## src/rtl/psc_pkg.sv

```systemverilog
package psc_pkg;

  typedef enum logic [1:0] {
    LVL_USER  = 2'd0,
    LVL_SUPER = 2'd1,
    LVL_RSVD  = 2'd2,
    LVL_MACH  = 2'd3
  } lvl_e;

  typedef struct packed {
    logic [1:0] xs;
    logic [1:0] fs;
    logic       mprv;
    lvl_e       lvl2;
    logic       en2;
    lvl_e       lvl1;
    logic       en1;
    lvl_e       lvl0;
    logic       en0;
  } stk_t;

  localparam int P_EN0  = 0;
  localparam int P_LVL0 = 1;
  localparam int P_EN1  = 3;
  localparam int P_LVL1 = 4;
  localparam int P_EN2  = 6;
  localparam int P_LVL2 = 7;
  localparam int P_MPRV = 9;
  localparam int P_FS   = 12;
  localparam int P_XS   = 14;

  localparam int VEC_STEP_SH  = 6;      // 0x40 per level
  localparam int RESET_OFFSET = 'h100;

  localparam logic [1:0] SEL_STATUS = 2'd0;
  localparam logic [1:0] SEL_CAUSE  = 2'd1;
  localparam logic [1:0] SEL_EPC    = 2'd2;

  function automatic logic lvl_legal(input logic [1:0] code);
    return code != 2'd2;
  endfunction

endpackage

```

## src/rtl/psc_wr_filter.sv

```systemverilog
module psc_wr_filter
  import psc_pkg::*;
#(
  parameter int XLEN = 32
) (
  input  stk_t            cur,
  input  logic [XLEN-1:0] wdata,
  output stk_t            nxt
);
  logic [1:0] w_l0, w_l1, w_l2;

  always_comb begin
    w_l0 = wdata[P_LVL0 +: 2];
    w_l1 = wdata[P_LVL1 +: 2];
    w_l2 = wdata[P_LVL2 +: 2];
    nxt      = cur;
    nxt.en0  = wdata[P_EN0];
    nxt.en1  = wdata[P_EN1];
    nxt.en2  = wdata[P_EN2];
    nxt.mprv = wdata[P_MPRV];
    nxt.fs   = wdata[P_FS +: 2];
    nxt.xs   = wdata[P_XS +: 2];
    if (lvl_legal(w_l0)) nxt.lvl0 = lvl_e'(w_l0);
    if (lvl_legal(w_l1)) nxt.lvl1 = lvl_e'(w_l1);
    if (lvl_legal(w_l2)) nxt.lvl2 = lvl_e'(w_l2);
  end
endmodule

```

## src/rtl/psc_stack.sv

```systemverilog
module psc_stack
  import psc_pkg::*;
(
  input  logic clk,
  input  logic rst,
  input  logic push,
  input  logic pop,
  input  logic wr_en,
  input  stk_t wr_val,
  output stk_t st
);
  always_ff @(posedge clk) begin
    if (rst) begin
      st      <= '0;
      st.lvl0 <= LVL_MACH;
      st.lvl1 <= LVL_SUPER;
      st.lvl2 <= LVL_SUPER;
    end else if (push) begin
      st.lvl2 <= st.lvl1;
      st.en2  <= st.en1;
      st.lvl1 <= st.lvl0;
      st.en1  <= st.en0;
      st.lvl0 <= LVL_MACH;
      st.en0  <= 1'b0;
      st.mprv <= 1'b0;
    end else if (pop) begin
      st.lvl0 <= st.lvl1;
      st.en0  <= st.en1;
      st.lvl1 <= st.lvl2;
      st.en1  <= st.en2;
      st.lvl2 <= LVL_USER;
      st.en2  <= 1'b1;
    end else if (wr_en) begin
      st <= wr_val;
    end
  end
endmodule

```

## src/rtl/psc_trap_regs.sv

```systemverilog
module psc_trap_regs
  import psc_pkg::*;
#(
  parameter int          XLEN     = 32,
  parameter int unsigned VEC_BASE = 'h100
) (
  input  logic            clk,
  input  logic            rst,
  input  logic            trap,
  input  logic [XLEN-1:0] cause_in,
  input  logic [XLEN-1:0] epc_in,
  input  logic [1:0]      lvl_now,
  input  logic            we,
  input  logic [1:0]      sel,
  input  logic [XLEN-1:0] wdata,
  output logic [XLEN-1:0] cause_q,
  output logic [XLEN-1:0] epc_q,
  output logic [XLEN-1:0] tpc_q
);
  localparam logic [XLEN-1:0] BASE_V  = XLEN'(VEC_BASE);
  localparam logic [XLEN-1:0] RESET_V = XLEN'(VEC_BASE + RESET_OFFSET);

  logic [XLEN-1:0] lvl_ext;
  assign lvl_ext = {{(XLEN-2){1'b0}}, lvl_now};

  always_ff @(posedge clk) begin
    if (rst) begin
      cause_q <= '0;
      epc_q   <= '0;
      tpc_q   <= RESET_V;
    end else if (trap) begin
      cause_q <= cause_in;
      epc_q   <= epc_in;
      tpc_q   <= BASE_V + (lvl_ext << VEC_STEP_SH);
    end else if (we) begin
      if (sel == SEL_CAUSE) cause_q <= wdata;
      if (sel == SEL_EPC)   epc_q   <= wdata;
    end
  end
endmodule

```

## src/rtl/psc_trap_ctrl.sv

```systemverilog
module psc_trap_ctrl
  import psc_pkg::*;
#(
  parameter int          XLEN     = 32,
  parameter int unsigned VEC_BASE = 'h100
) (
  input  logic            clk,
  input  logic            rst,
  input  logic            trap_valid,
  input  logic [XLEN-1:0] trap_cause,
  input  logic [XLEN-1:0] trap_epc,
  input  logic            ret_valid,
  input  logic            csr_we,
  input  logic [1:0]      csr_addr,
  input  logic [XLEN-1:0] csr_wdata,
  output logic [XLEN-1:0] csr_rdata,
  output logic [1:0]      cur_priv,
  output logic            glob_ie,
  output logic [XLEN-1:0] trap_pc,
  output logic [XLEN-1:0] status_word
);
  stk_t            st, st_wr;
  logic            st_we;
  logic [XLEN-1:0] cause_q, epc_q;

  assign st_we = csr_we && (csr_addr == SEL_STATUS);

  psc_wr_filter #(.XLEN(XLEN)) u_filt (
    .cur(st), .wdata(csr_wdata), .nxt(st_wr)
  );

  psc_stack u_stk (
    .clk(clk), .rst(rst), .push(trap_valid), .pop(ret_valid),
    .wr_en(st_we), .wr_val(st_wr), .st(st)
  );

  psc_trap_regs #(.XLEN(XLEN), .VEC_BASE(VEC_BASE)) u_regs (
    .clk(clk), .rst(rst), .trap(trap_valid), .cause_in(trap_cause),
    .epc_in(trap_epc), .lvl_now(st.lvl0), .we(csr_we), .sel(csr_addr),
    .wdata(csr_wdata), .cause_q(cause_q), .epc_q(epc_q), .tpc_q(trap_pc)
  );

  always_comb begin
    status_word               = '0;
    status_word[P_EN0]        = st.en0;
    status_word[P_LVL0 +: 2]  = st.lvl0;
    status_word[P_EN1]        = st.en1;
    status_word[P_LVL1 +: 2]  = st.lvl1;
    status_word[P_EN2]        = st.en2;
    status_word[P_LVL2 +: 2]  = st.lvl2;
    status_word[P_MPRV]       = st.mprv;
    status_word[P_FS +: 2]    = st.fs;
    status_word[P_XS +: 2]    = st.xs;
    status_word[XLEN-1]       = (&st.fs) | (&st.xs);
  end

  assign cur_priv = st.lvl0;
  assign glob_ie  = st.en0;

  always_ff @(posedge clk) begin
    if (rst) begin
      csr_rdata <= '0;
    end else begin
      case (csr_addr)
        SEL_STATUS: csr_rdata <= status_word;
        SEL_CAUSE:  csr_rdata <= cause_q;
        SEL_EPC:    csr_rdata <= epc_q;
        default:    csr_rdata <= '0;
      endcase
    end
  end
endmodule

```

## config.mk

```make
export PLATFORM = sky130hd
export DESIGN_NAME = psc_trap_ctrl
export DESIGN_NICKNAME = d
export VERILOG_FILES = /design/src/rtl/psc_pkg.sv /design/src/rtl/psc_wr_filter.sv /design/src/rtl/psc_stack.sv /design/src/rtl/psc_trap_regs.sv /design/src/rtl/psc_trap_ctrl.sv
export SDC_FILE = /design/constraint.sdc
export NUM_CORES = 1
export LEC_CHECK = 0
export ABC_CLOCK_PERIOD_IN_PS = 1400
export CORE_AREA = 2 2 102 104
export CTS_CLUSTER_SIZE = 30
export DETAILED_ROUTE_END_ITERATION = 16
export DIE_AREA = 0 0 104 106
export DONT_BUFFER_PORTS = 1
export HOLD_SLACK_MARGIN = 0.15
export MAX_ROUTING_LAYER = met4
export PLACE_DENSITY = 0.74
export SYNTH_ARGS = -nofsm -noshare
export SYNTH_HDL_FRONTEND = slang
export SYNTH_SLANG_ARGS = --single-unit
```

## constraint.sdc

```tcl
create_clock -name clk -period 1.4 [get_ports clk]
set_input_delay 0.14 -clock clk [delete_from_list [all_inputs] [get_ports clk]]
set_output_delay 0.14 -clock clk [all_outputs]
set_load 0.05 [all_outputs]
```

==> results of run 1 <==
cell families after synthesis:
logic type	Yosys count
DFF	114
buffers and inverters	112
muxes	37
AOI/OAI and AO/OA	130
and+or+nand+nor	227
other	1
per-stage QoR:
stage	cells	hold slack, ns	utilization (%)	instance area, µm²
after detailed placement	726	0.2216	53.38	5338
after global placement	726	0.2225	53.38	5338
after floorplan	665	0.2802	-	5557
==> out/results.tsv, run 1 <==
stage	metric	value	unit
run_status	status	did not finish	
run_status	stop_stage	clock tree synthesis	
run_status	first-error	[ERROR RSZ-0060] Max buffer count reached.	
place	hpwl	9.175	mm
clock_network	cts_root_buffer	clkbuf_8	
synthesis	yosysMostFrequentCell	dfxtp_1	
floorplanning	dieHeight	106	µm
synthesis	synth-xor-area-share	0	%
place	pre_cts_ws	0.2318	ns
synthesis	yosys.area.top_type	dfxtp_1	
place	gp_congestion	0.8488	
place	numPortBuffers	0	
synthesis	synth_mux_area_share	6.924	%
clock_network	ctsResizeCount	4	
clock_network	cts_max_level	4	
synthesis	synth_ff_type	dfxtp_1	
synthesis	synth_top_family_by_area	compound AO/OA/AOI/OAI gates	
clock_network	postCtsSetupRepairBufs	1	
synthesis	synth_adder_area_share	0	%
clock_network	clock_sinks	114	
clock_network	cts-buffers-inserted	17	
synthesis	synth_commonest_cells	dfxtp_1 (114), nor2_1 (102), buf_4 (56), nand3_1 (56), nand2_1 (53)	
synthesis	ys_warn_count	0	
floorplanning	die_w	104	µm
synthesis	synth-async-reset-ratio	0	%
synthesis	yosys.area_share.simple	18.73	%
synthesis	ys_top_cells_by_area	dfxtp_1 (42%), buf_4 (7.8%), a311oi_1 (7.8%)	
synthesis	ys_ff_latch	114	
synthesis	syn_area	5385	µm²
synthesis	post_synth_num_cell_types	42	
synthesis	syn_inst	621	
synthesis	avgSynthCellArea	8.672	µm²
synthesis	yosysSeqAreaShare	42.38	%
clock_network	hold_buffers	153	
clock_network	max-clock-path-buffers	2	
synthesis	synth_compound_area_share	18.98	%
floorplanning	io_pins	202	
floorplanning	row_count	37	
synthesis	yosysTopAreaCellShare	42.38	%
synthesis	synth-edff-count	0	
floorplanning	start_util	53.85	%
==> run 2: changes to the inputs <==
--- a/config.mk
+++ b/config.mk
@@ -6,14 +6,11 @@
 export NUM_CORES = 1
 export LEC_CHECK = 0
 export ABC_CLOCK_PERIOD_IN_PS = 1400
-export CORE_AREA = 2 2 102 104
-export CTS_CLUSTER_SIZE = 30
+export CORE_AREA = 2 2 120 122
 export DETAILED_ROUTE_END_ITERATION = 16
-export DIE_AREA = 0 0 104 106
+export DIE_AREA = 0 0 122 124
 export DONT_BUFFER_PORTS = 1
-export HOLD_SLACK_MARGIN = 0.15
-export MAX_ROUTING_LAYER = met4
-export PLACE_DENSITY = 0.74
+export PLACE_DENSITY_LB_ADDON = 0.15
 export SYNTH_ARGS = -nofsm -noshare
 export SYNTH_HDL_FRONTEND = slang
 export SYNTH_SLANG_ARGS = --single-unit
==> run 2 against run 1 <==
Compared with the run above:
- the run now ends clean
- area after synthesis is the same
- synthesized cell count is the same
==> out/results.tsv, run 2 <==
stage	metric	value	unit
synthesis	yosysTopAreaCellShare	42.38	%
synthesis	ys_warn_count	0	
detailed_routing	num_vias	5116	
floorplanning	start_util	39.25	%
critical_path	required	1.26	ns
sta	rsz0062_at_grt	no	
critical_path	critical_path_class	flip-flop to output pin	
floorplanning	die_w	122	µm
cells_and_area	largest_registers	csr_rdata (32), u_regs.cause_q (32), u_regs.epc_q (32)	
sta	drv_slew	0	
floorplanning	row_count	43	
sta	tns	0	ns
synthesis	avgSynthCellArea	8.672	µm²
pwr	total_power	9.126	mW
clock_network	clk_pin_slew	0.05	ns
clock_network	clock_sinks	114	
sta	finalSetupViolCount	0	
clock_network	cts_tree	done	
sta	worstMarginPinSlew	0.7345	ns
sta	period_needed	1.366	ns
global_routing	grt.total_usage	23.08	%
sta	fin_crit_sh	97.55	%
synthesis	synth-async-reset-ratio	0	%
cells_and_area	final_nets	841	
detailed_routing	drtIter0Drc	411	
place	gp_congestion	0.7826	
synthesis	yosysSeqAreaShare	42.38	%
clock_network	cts-buffers-inserted	17	
synthesis	yosys.area.top_type	dfxtp_1	
global_routing	antenna_found_initial	0	
place	numPortBuffers	0	
pwr	switching_power	2.561	mW
detailed_routing	drtAntennaViolNets	0	
synthesis	syn_inst	621	
floorplanning	dieHeight	124	µm
synthesis	yosysMostFrequentCell	dfxtp_1	
synthesis	synth_commonest_cells	dfxtp_1 (114), nor2_1 (102), buf_4 (56), nand3_1 (56), nand2_1 (53)	
cells_and_area	antenna-diode-count	0	
place	hpwl	9.794	mm
detailed_routing	drt-total-wl	17.29	mm
sta	max_freq	732.3	MHz
cells_and_area	final_layout_size_suffix_gt1_share	10.39	%
detailed_routing	drtPass1Iterations	5	
critical_path	cp.arrival	1.23	ns
pwr	power_density	1251	nW/µm²
sta	hold_viol_final	0	
floorplanning	io_pins	202	
clock_network	max-clock-path-buffers	2	
pwr	vdd_drop_max	783.2	µV
pwr	comb_power_share	15.7	%
pwr	power_leakage	3.059	nW
pwr	intPower	6.565	mW
global_routing	grt_max_degree	63	
synthesis	syn_area	5385	µm²
run_status	status	completed	
cells_and_area	num-fill-cells	1265	
clock_network	cts_max_level	4	
cells_and_area	final_cell_mix	dlygate4sd3_1 (126), dfxtp_1 (108), nor2_1 (102), nand3_1 (56), nand2_1 (53)	
synthesis	ys_top_cells_by_area	dfxtp_1 (42%), buf_4 (7.8%), a311oi_1 (7.8%)	
synthesis	post_synth_num_cell_types	42	
detailed_routing	via_per_inst	5.495	
detailed_routing	wl_per_cell	18.57	µm
synthesis	synth_ff_type	dfxtp_1	
hold_path	hp-class	primary input to flip-flop	
pwr	switching_share	28.06	%
clock_network	cts_root_buffer	clkbuf_16	
critical_path	endpoint_kind	output pin	
floorplanning	dieArea	15130	µm²
synthesis	synth-edff-count	0	
global_routing	grt_pass1_wl	26.91	mm
sta	skew	0.01064	ns
clock_network	insertion_delay	0.42	ns
run	max-cap-violations	0	
global_routing	grt.overflow.total	0	
synthesis	ys_ff_latch	114	
sta	relSlewSlack	50.87	%
pwr	pwr-share-clk	43.6	%
clock_network	postCtsSetupRepairBufs	0	
critical_path	start_kind	flip-flop	
cells_and_area	final_common_cell	dlygate4sd3_1	
critical_path	path_max_fanout	3	
global_routing	grt_pass1_vias	5032	
pwr	p_seq_share	40.7	%
cells_and_area	area_delta_synth_final	35.43	%
floorplanning	core_area	13720	µm²
detailed_routing	drc	0	
==> run 2: area by class of cell <==
cell class | count | area (µm²) | area share, %
Sequential cell | 114 | 2290 | 31.39
Timing Repair Buffer | 161 | 1617 | 22.17
Multi-Input combinational cell | 439 | 2606 | 35.74
Tap cell | 180 | 225.2 | 3.088
Clock inverter | 6 | 55.05 | 0.7548
Clock buffer | 26 | 479.2 | 6.571
Inverter | 5 | 21.27 | 0.2916
==> run 2: per-layer routing <==
layer	track usage (%)	wire (µm)	up-vias
li1	-	-	2352
met1	30.15	7746	2475
met2	35.93	7773	262
met3	7.372	1471	27
met4	8.046	297	0
met5	0	0	-
==> run 2: kinds of logic (layout without fill, tap and decap cells) <==
kind of cell	count (synthesis)	after routing	share of synthesized area [%]
muxes	37	37	6.924
and+or+nand+nor	227	227	18.73
buffers and inverters	112	198	12.92
AOI/OAI and AO/OA	130	130	18.98
other	1	45	0.06964
DFF	114	114	42.38
==> run 2: path summary, 6_finish.rpt <==
check        slack, ns  cells after the start          startpoint            endpoint
max               0.03                      2        u_stk.st[11]     status_word[31]
min               0.01                      2          trap_valid         u_stk.st[8]
max reg2reg       0.04                      3  u_regs.cause_q[12]  u_regs.cause_q[12]
min reg2reg       0.48                      2         u_stk.st[8]         u_stk.st[8]
==> run 2: critical path, cell delays in order (launching register included) <==
cell and delay [ns]:
dfxtp_2 0.33, a22o_2 0.27, buf_4 0.20
==> run 2: timing repair <==
item | CTS | global route
hold endpoints to repair | 114 | 0
gates resized for setup | 0 | 8
setup endpoints to repair | 0 | 9
hold buffers | 129 | 0
==> run 2: through the flow <==
| stage | util (%) | instance area [µm²] | instances | hold slack, ns | worst slack (ns) |
|---|---|---|---|---|---|
| after global routing | 53.16 | 7293 | 931 | 0.02784 | 0.0006535 |
| after floorplan | - | 5557 | 665 | 0.2802 | 0.1741 |
| after global placement | 39.49 | 5418 | 770 | 0.2229 | 0.2566 |
| after detailed placement | 39.49 | 5418 | 770 | 0.2241 | 0.2534 |
| final | 53.16 | 7293 | 931 | 0.01080 | 0.03435 |
| after CTS | 52.92 | 7261 | 931 | 0.005209 | 0.02264 |
==> run 2: power by group through the flow <==
stage          clock network (mW)  registers [mW]  logic [mW]
2_1_floorplan                   0            3.83       0.983
3_3_place_gp                    0            3.77        1.03
3_5_place_dp                    0            3.77        1.04
4_1_cts                      4.03            3.71        1.40
5_1_grt                      4.21            3.73        1.53
6_report                     3.98            3.71        1.43
Note: power is estimated with default switching activity, not from simulation.
==> run 3: changes to the inputs <==
--- a/config.mk
+++ b/config.mk
@@ -6,9 +6,9 @@
 export NUM_CORES = 1
 export LEC_CHECK = 0
 export ABC_CLOCK_PERIOD_IN_PS = 1400
-export CORE_AREA = 2 2 120 122
+export CORE_AREA = 2 2 153 95
 export DETAILED_ROUTE_END_ITERATION = 16
-export DIE_AREA = 0 0 122 124
+export DIE_AREA = 0 0 155 97
 export DONT_BUFFER_PORTS = 1
 export PLACE_DENSITY_LB_ADDON = 0.15
 export SYNTH_ARGS = -nofsm -noshare
==> run 3 against run 2 <==
Compared with the run above:
- flip-flop and latch count unchanged
- count of clock-buffer cells in the layout shrank 3
- maximum frequency down 2.0%
- critical path type is now flip-flop to flip-flop
==> out/results.tsv, run 3 (same netlist as run 2, synthesis figures left out) <==
stage	metric	value	unit
hold_path	hp-class	primary input to flip-flop	
critical_path	cp.arrival	1.69	ns
floorplanning	core_area	13500	µm²
cells_and_area	final_nets	812	
critical_path	endpoint_kind	flip-flop	
hold_path	hold-path-endpoint	csr_rdata[13]	
place	numPortBuffers	0	
sta	tns	0	ns
critical_path	cp_top_family	buffers and inverters	
pwr	comb_power_share	14.5	%
pwr	pwr-share-clk	47.5	%
sta	relSlewSlack	50.25	%
critical_path	reg2reg_from	u_stk.st[7]	
cells_and_area	final_cell_mix	dfxtp_1 (108), nor2_1 (102), dlygate4sd3_1 (95), nand3_1 (56), nand2_1 (53)	
run_status	status	completed	
cells_and_area	num-fill-cells	1291	
sta	max_freq	717.3	MHz
sta	drv_slew	0	
global_routing	grt_pass1_vias	5010	
critical_path	critical-path-max-stage-delay	0.55	ns
place	hpwl	10.83	mm
critical_path	critical_path_class	flip-flop to flip-flop	
critical_path	crit-reg2reg-capture	csr_rdata[7]	
run	max-cap-violations	0	
detailed_routing	via_per_inst	5.582	
cells_and_area	final_layout_size_suffix_gt1_share	11.91	%
hold_path	hold_depth	2	
cells_and_area	post-route-util	52.44	%
clock_network	cts_tree	done	
global_routing	grt_max_degree	62	
critical_path	cp_slowest_cell	dlygate4sd3_1	
clock_network	insertion_delay	0.41	ns
critical_path	start_kind	flip-flop	
critical_path	required	1.70	ns
pwr	p_seq_share	38.0	%
floorplanning	start_util	39.89	%
clock_network	cts-buffers-inserted	17	
clock_network	cts_root_buffer	clkbuf_16	
floorplanning	io_pins	202	
critical_path	path_max_fanout	3	
pwr	switching_share	27.02	%
place	gp_congestion	0.8175	
critical_path	rrSetupSlack	0.006	ns
cells_and_area	antenna-diode-count	0	
cells_and_area	area_delta_synth_final	31.48	%
clock_network	clk_pin_slew	0.06	ns
pwr	intPower	7.121	mW
global_routing	grt_pass1_wl	28.08	mm
floorplanning	die_w	155	µm
global_routing	antenna_found_initial	0	
clock_network	cts_max_level	4	
detailed_routing	drtPass1Iterations	6	
floorplanning	dieArea	15040	µm²
sta	hold_viol_final	0	
sta	rsz0062_at_grt	yes	
detailed_routing	drtIter0Drc	396	
sta	fin_crit_sh	99.57	%
critical_path	path_cells	mux2i_1 > a2bb2oi_2 > nor2_1 > dlygate4sd3_1	
pwr	switching_power	2.636	mW
floorplanning	dieHeight	97	µm
pwr	power_leakage	2.959	nW
detailed_routing	drc	0	
cells_and_area	final_common_cell	dfxtp_1	
cells_and_area	largest_registers	csr_rdata (32), u_regs.cause_q (32), u_regs.epc_q (32)	
critical_path	reg2reg_depth	4	
detailed_routing	wl_per_cell	20.11	µm
critical_path	worstPathBufferInverterCount	1	
global_routing	grt.total_usage	24.03	%
sta	period_needed	1.394	ns
detailed_routing	drt-total-wl	18.04	mm
hold_path	hp-start	csr_addr[0]	
detailed_routing	num_vias	5007	
global_routing	grt.overflow.total	0	
sta	skew	0.009072	ns
detailed_routing	drtAntennaViolNets	0	
clock_network	clock_sinks	114	
clock_network	max-clock-path-buffers	2	
pwr	power_density	1378	nW/µm²
pwr	vdd_drop_max	619.3	µV
floorplanning	row_count	33	
sta	finalSetupViolCount	0	
sta	worstMarginPinSlew	0.7462	ns
-- run 3: layer usage --
metal | global-route usage (%) | vias up | part of all wire, %
met5 | 0 | - | 0
met4 | 6.553 | 0 | 1.1
met3 | 9.633 | 18 | 9.6
met2 | 34.12 | 281 | 42
met1 | 33.49 | 2400 | 47
li1 | - | 2308 | -
-- run 3: power by group through the flow --
stage | clock (mW) | combinational [mW] | sequential (mW)
floorplan | 0 | 0.983 | 3.83
global placement | 0 | 1.05 | 3.77
detailed placement | 0 | 1.07 | 3.76
CTS | 4.70 | 1.38 | 3.70
global route | 4.87 | 1.52 | 3.72
finish | 4.64 | 1.41 | 3.71
-- run 3: worst max path at each step --
stage                             endpoint    startpoint  slack (ns)  depth (start not counted)
final                         csr_rdata[7]   u_stk.st[7]       0.006                          4
after global routing          csr_rdata[7]   u_stk.st[7]       -0.02                          4
after CTS                  status_word[31]  u_stk.st[10]       0.001                          2
after detailed placement  u_regs.epc_q[12]   csr_addr[0]        0.25                          4
after global placement         u_stk.st[8]   csr_addr[0]        0.27                          3
after floorplan              csr_rdata[31]  u_stk.st[11]        0.17                          3
-- run 3: cell type report --
class	count	area, µm²	share of cell area, %
multi-input combinational	439	2609	36.84
sequential	114	2290	32.34
timing repair buffer	132	1311	18.52
clock buffer	23	478.0	6.750
tap	175	219.0	3.092
clock inverter	9	152.6	2.156
inverter	5	21.27	0.3004
-- run 3: what timing repair did --
action                                 in CTS  in global routing
gates resized for setup                     0                 10
endpoints found under the hold margin     114                  0
setup endpoints to repair                   0                 13
setup buffers                               0                  0
hold buffers                               97                  0
-- run 3: through the flow --
stage	power, mW	hold WS, ns	std cells	worst slack, ns	area, µm²
finish	9.757	0.01518	897	0.005977	7081
global placement	4.822	0.2157	768	0.2741	5421
detailed placement	4.831	0.2145	768	0.2491	5421
global route	10.11	0.03109	897	-0.02410	7081
CTS	9.778	0.003214	897	0.0009850	7041
floorplan	4.814	0.2802	665	0.1741	5557
==> run 4: changes to the inputs <==
--- a/config.mk
+++ b/config.mk
@@ -5,12 +5,12 @@
 export SDC_FILE = /design/constraint.sdc
 export NUM_CORES = 1
 export LEC_CHECK = 0
-export ABC_CLOCK_PERIOD_IN_PS = 1400
+export ABC_CLOCK_PERIOD_IN_PS = 1200
 export CORE_AREA = 2 2 153 95
 export DETAILED_ROUTE_END_ITERATION = 16
 export DIE_AREA = 0 0 155 97
 export DONT_BUFFER_PORTS = 1
-export PLACE_DENSITY_LB_ADDON = 0.15
+export PLACE_DENSITY = 0.54
 export SYNTH_ARGS = -nofsm -noshare
 export SYNTH_HDL_FRONTEND = slang
 export SYNTH_SLANG_ARGS = --single-unit
==> constraint.sdc (replaced) <==
create_clock -name clk -period 1.2 [get_ports clk]
set_input_delay 0.12 -clock clk [delete_from_list [all_inputs] [get_ports clk]]
set_output_delay 0.12 -clock clk [all_outputs]
set_load 0.05 [all_outputs]
==> run 4 against run 3 <==
Compared with the run above:
- the flow now finishes with violations (hold timing, setup timing)
- combinational power fell by 3%
- non-clock buffer count down 81
- highest routed layer unchanged
- die area did not move
- routed wire length is 9.9% lower
- sequential power grew 16%
- critical path depth is 2 lower
- largest cell class unchanged
- count of clock-buffer cells in the layout shrank 2
- final area fell by 11%
- total power is 6.3% higher
- worst setup slack worse by 0.10 ns
- via count down 7.6%
==> out/results.tsv, run 4 (same netlist as run 2, synthesis figures left out) <==
stage	metric	value	unit
run_status	status	finished with violations	
run_status	violations	hold timing, setup timing	
critical_path	start_kind	flip-flop	
pwr	total_power	10.38	mW
detailed_routing	via_per_inst	5.679	
sta	relSlewSlack	54.05	%
critical_path	cp.arrival	1.17	ns
detailed_routing	drt-total-wl	16.26	mm
clock_network	cts_root_buffer	clkbuf_16	
floorplanning	row_count	33	
sta	drv_slew	0	
cells_and_area	antenna-diode-count	0	
critical_path	required	1.08	ns
sta	fin_hold_ws	-0.2084	ns
place	pre_cts_ws	0.07266	ns
global_routing	grt.total_usage	21.50	%
floorplanning	die_w	155	µm
place	hpwl	10.82	mm
pwr	vdd_drop_max	764.2	µV
sta	skew	0.01049	ns
sta	period_needed	1.295	ns
pwr	power_leakage	2.546	nW
clock_network	clock_sinks	114	
floorplanning	dieHeight	97	µm
clock_network	insertion_delay	0.41	ns
cells_and_area	final_layout_size_suffix_gt1_share	17.03	%
hold_path	hp-class	primary input to flip-flop	
clock_network	hold_buffers	19	
cells_and_area	largest_registers	csr_rdata (32), u_regs.cause_q (32), u_regs.epc_q (32)	
sta	hold_viol_final	107	
sta	fin_crit_sh	107.9	%
detailed_routing	drtAntennaViolNets	0	
cells_and_area	final_nets	731	
sta	worstMarginPinSlew	0.6893	ns
clock_network	max-clock-path-buffers	2	
global_routing	grt_pass1_vias	4492	
floorplanning	start_util	39.89	%
clock_network	cts_tree	done	
place	gp_congestion	0.8317	
global_routing	antenna_found_initial	0	
clock_network	cts_max_level	4	
global_routing	grt_pass1_wl	25.26	mm
cells_and_area	area_delta_synth_final	16.84	%
detailed_routing	drc	0	
clock_network	clk_pin_slew	0.06	ns
sta	rsz0062_at_grt	yes	
global_routing	grt.overflow.total	0	
sta	finalSetupViolCount	1	
detailed_routing	drtIter0Drc	316	
global_routing	grt_max_degree	112	
critical_path	path_max_fanout	4	
pwr	power_density	1649	nW/µm²
critical_path	endpoint_kind	output pin	
critical_path	critical_path_class	flip-flop to output pin	
clock_network	cts-buffers-inserted	17	
detailed_routing	num_vias	4628	
detailed_routing	drtPass1Iterations	5	
sta	max_freq	772.5	MHz
floorplanning	dieArea	15040	µm²
run	max-cap-violations	0	
floorplanning	core_area	13500	µm²
place	numPortBuffers	0	
detailed_routing	wl_per_cell	19.95	µm
cells_and_area	final_common_cell	nor2_1	
cells_and_area	final_cell_mix	nor2_1 (102), dfxtp_1 (95), nand3_1 (56), nand2_1 (53), a311oi_1 (48)	
floorplanning	io_pins	202	
sta	postLayoutSetupSlackWorst	-0.09454	ns
==> run 4: timing repair <==
item                                    in CTS  in global routing
setup buffers                                1                  1
endpoints found under the setup margin       9                 17
pin swaps                                    1                 10
resized for setup                           14                 25
endpoints found under the hold margin      114                107
==> run 4: cell type report <==
type | instances | area, µm²
timing repair buffer | 51 | 558.0
clock buffer | 21 | 460.4
fill | 1294 | 7209
tap | 175 | 219.0
inverter | 5 | 21.27
sequential | 114 | 2308
multi-input combinational | 439 | 2639
clock inverter | 10 | 86.33
==> run 4: routing by layer <==
metal	vias up	wire length [µm]	global-route usage [%]
li1	2143	-	-
met1	2233	7719	31.41
met2	235	6746	29.88
met3	17	1613	6.989
met4	0	182	6.125
met5	-	0	0
==> run 4: worst paths after layout <==
check / slack [ns] / start / end / cells past startpoint
max: -0.09 / u_stk.st[10] / status_word[31] / 2
min: -0.21 / rst / csr_rdata[7] / 1
max reg2reg: 0.05 / u_regs.epc_q[27] / csr_rdata[27] / 3
min reg2reg: 0.47 / u_regs.tpc_q[6] / u_regs.tpc_q[6] / 2
==> run 4: worst max-delay path: stages (launching register included) <==
cell and delay, ns:
dfxtp_2 0.35, a22o_4 0.27, buf_8 0.15
==> run 4: stage by stage <==
stage	utilization, %	setup TNS (ns)	instances	area, µm²
after floorplan	-	0	665	5564
after global placement	40.80	0	772	5509
after detailed placement	40.80	0	772	5509
after CTS	46.61	-0.09470	823	6294
after global routing	46.60	-0.1258	815	6292
final	46.60	-0.09454	815	6292
==> run 4: power breakdown <==
| group | total, mW | switching [mW] | internal, mW | leakage (nW) |
|---|---|---|---|---|
| Sequential | 4.32 | 0.284 | 4.03 | 0.946 |
| Clock | 4.69 | 1.76 | 2.92 | 0.264 |
| Combinational | 1.37 | 0.910 | 0.458 | 1.34 |
| Total | 10.4 | 2.96 | 7.42 | 2.55 |
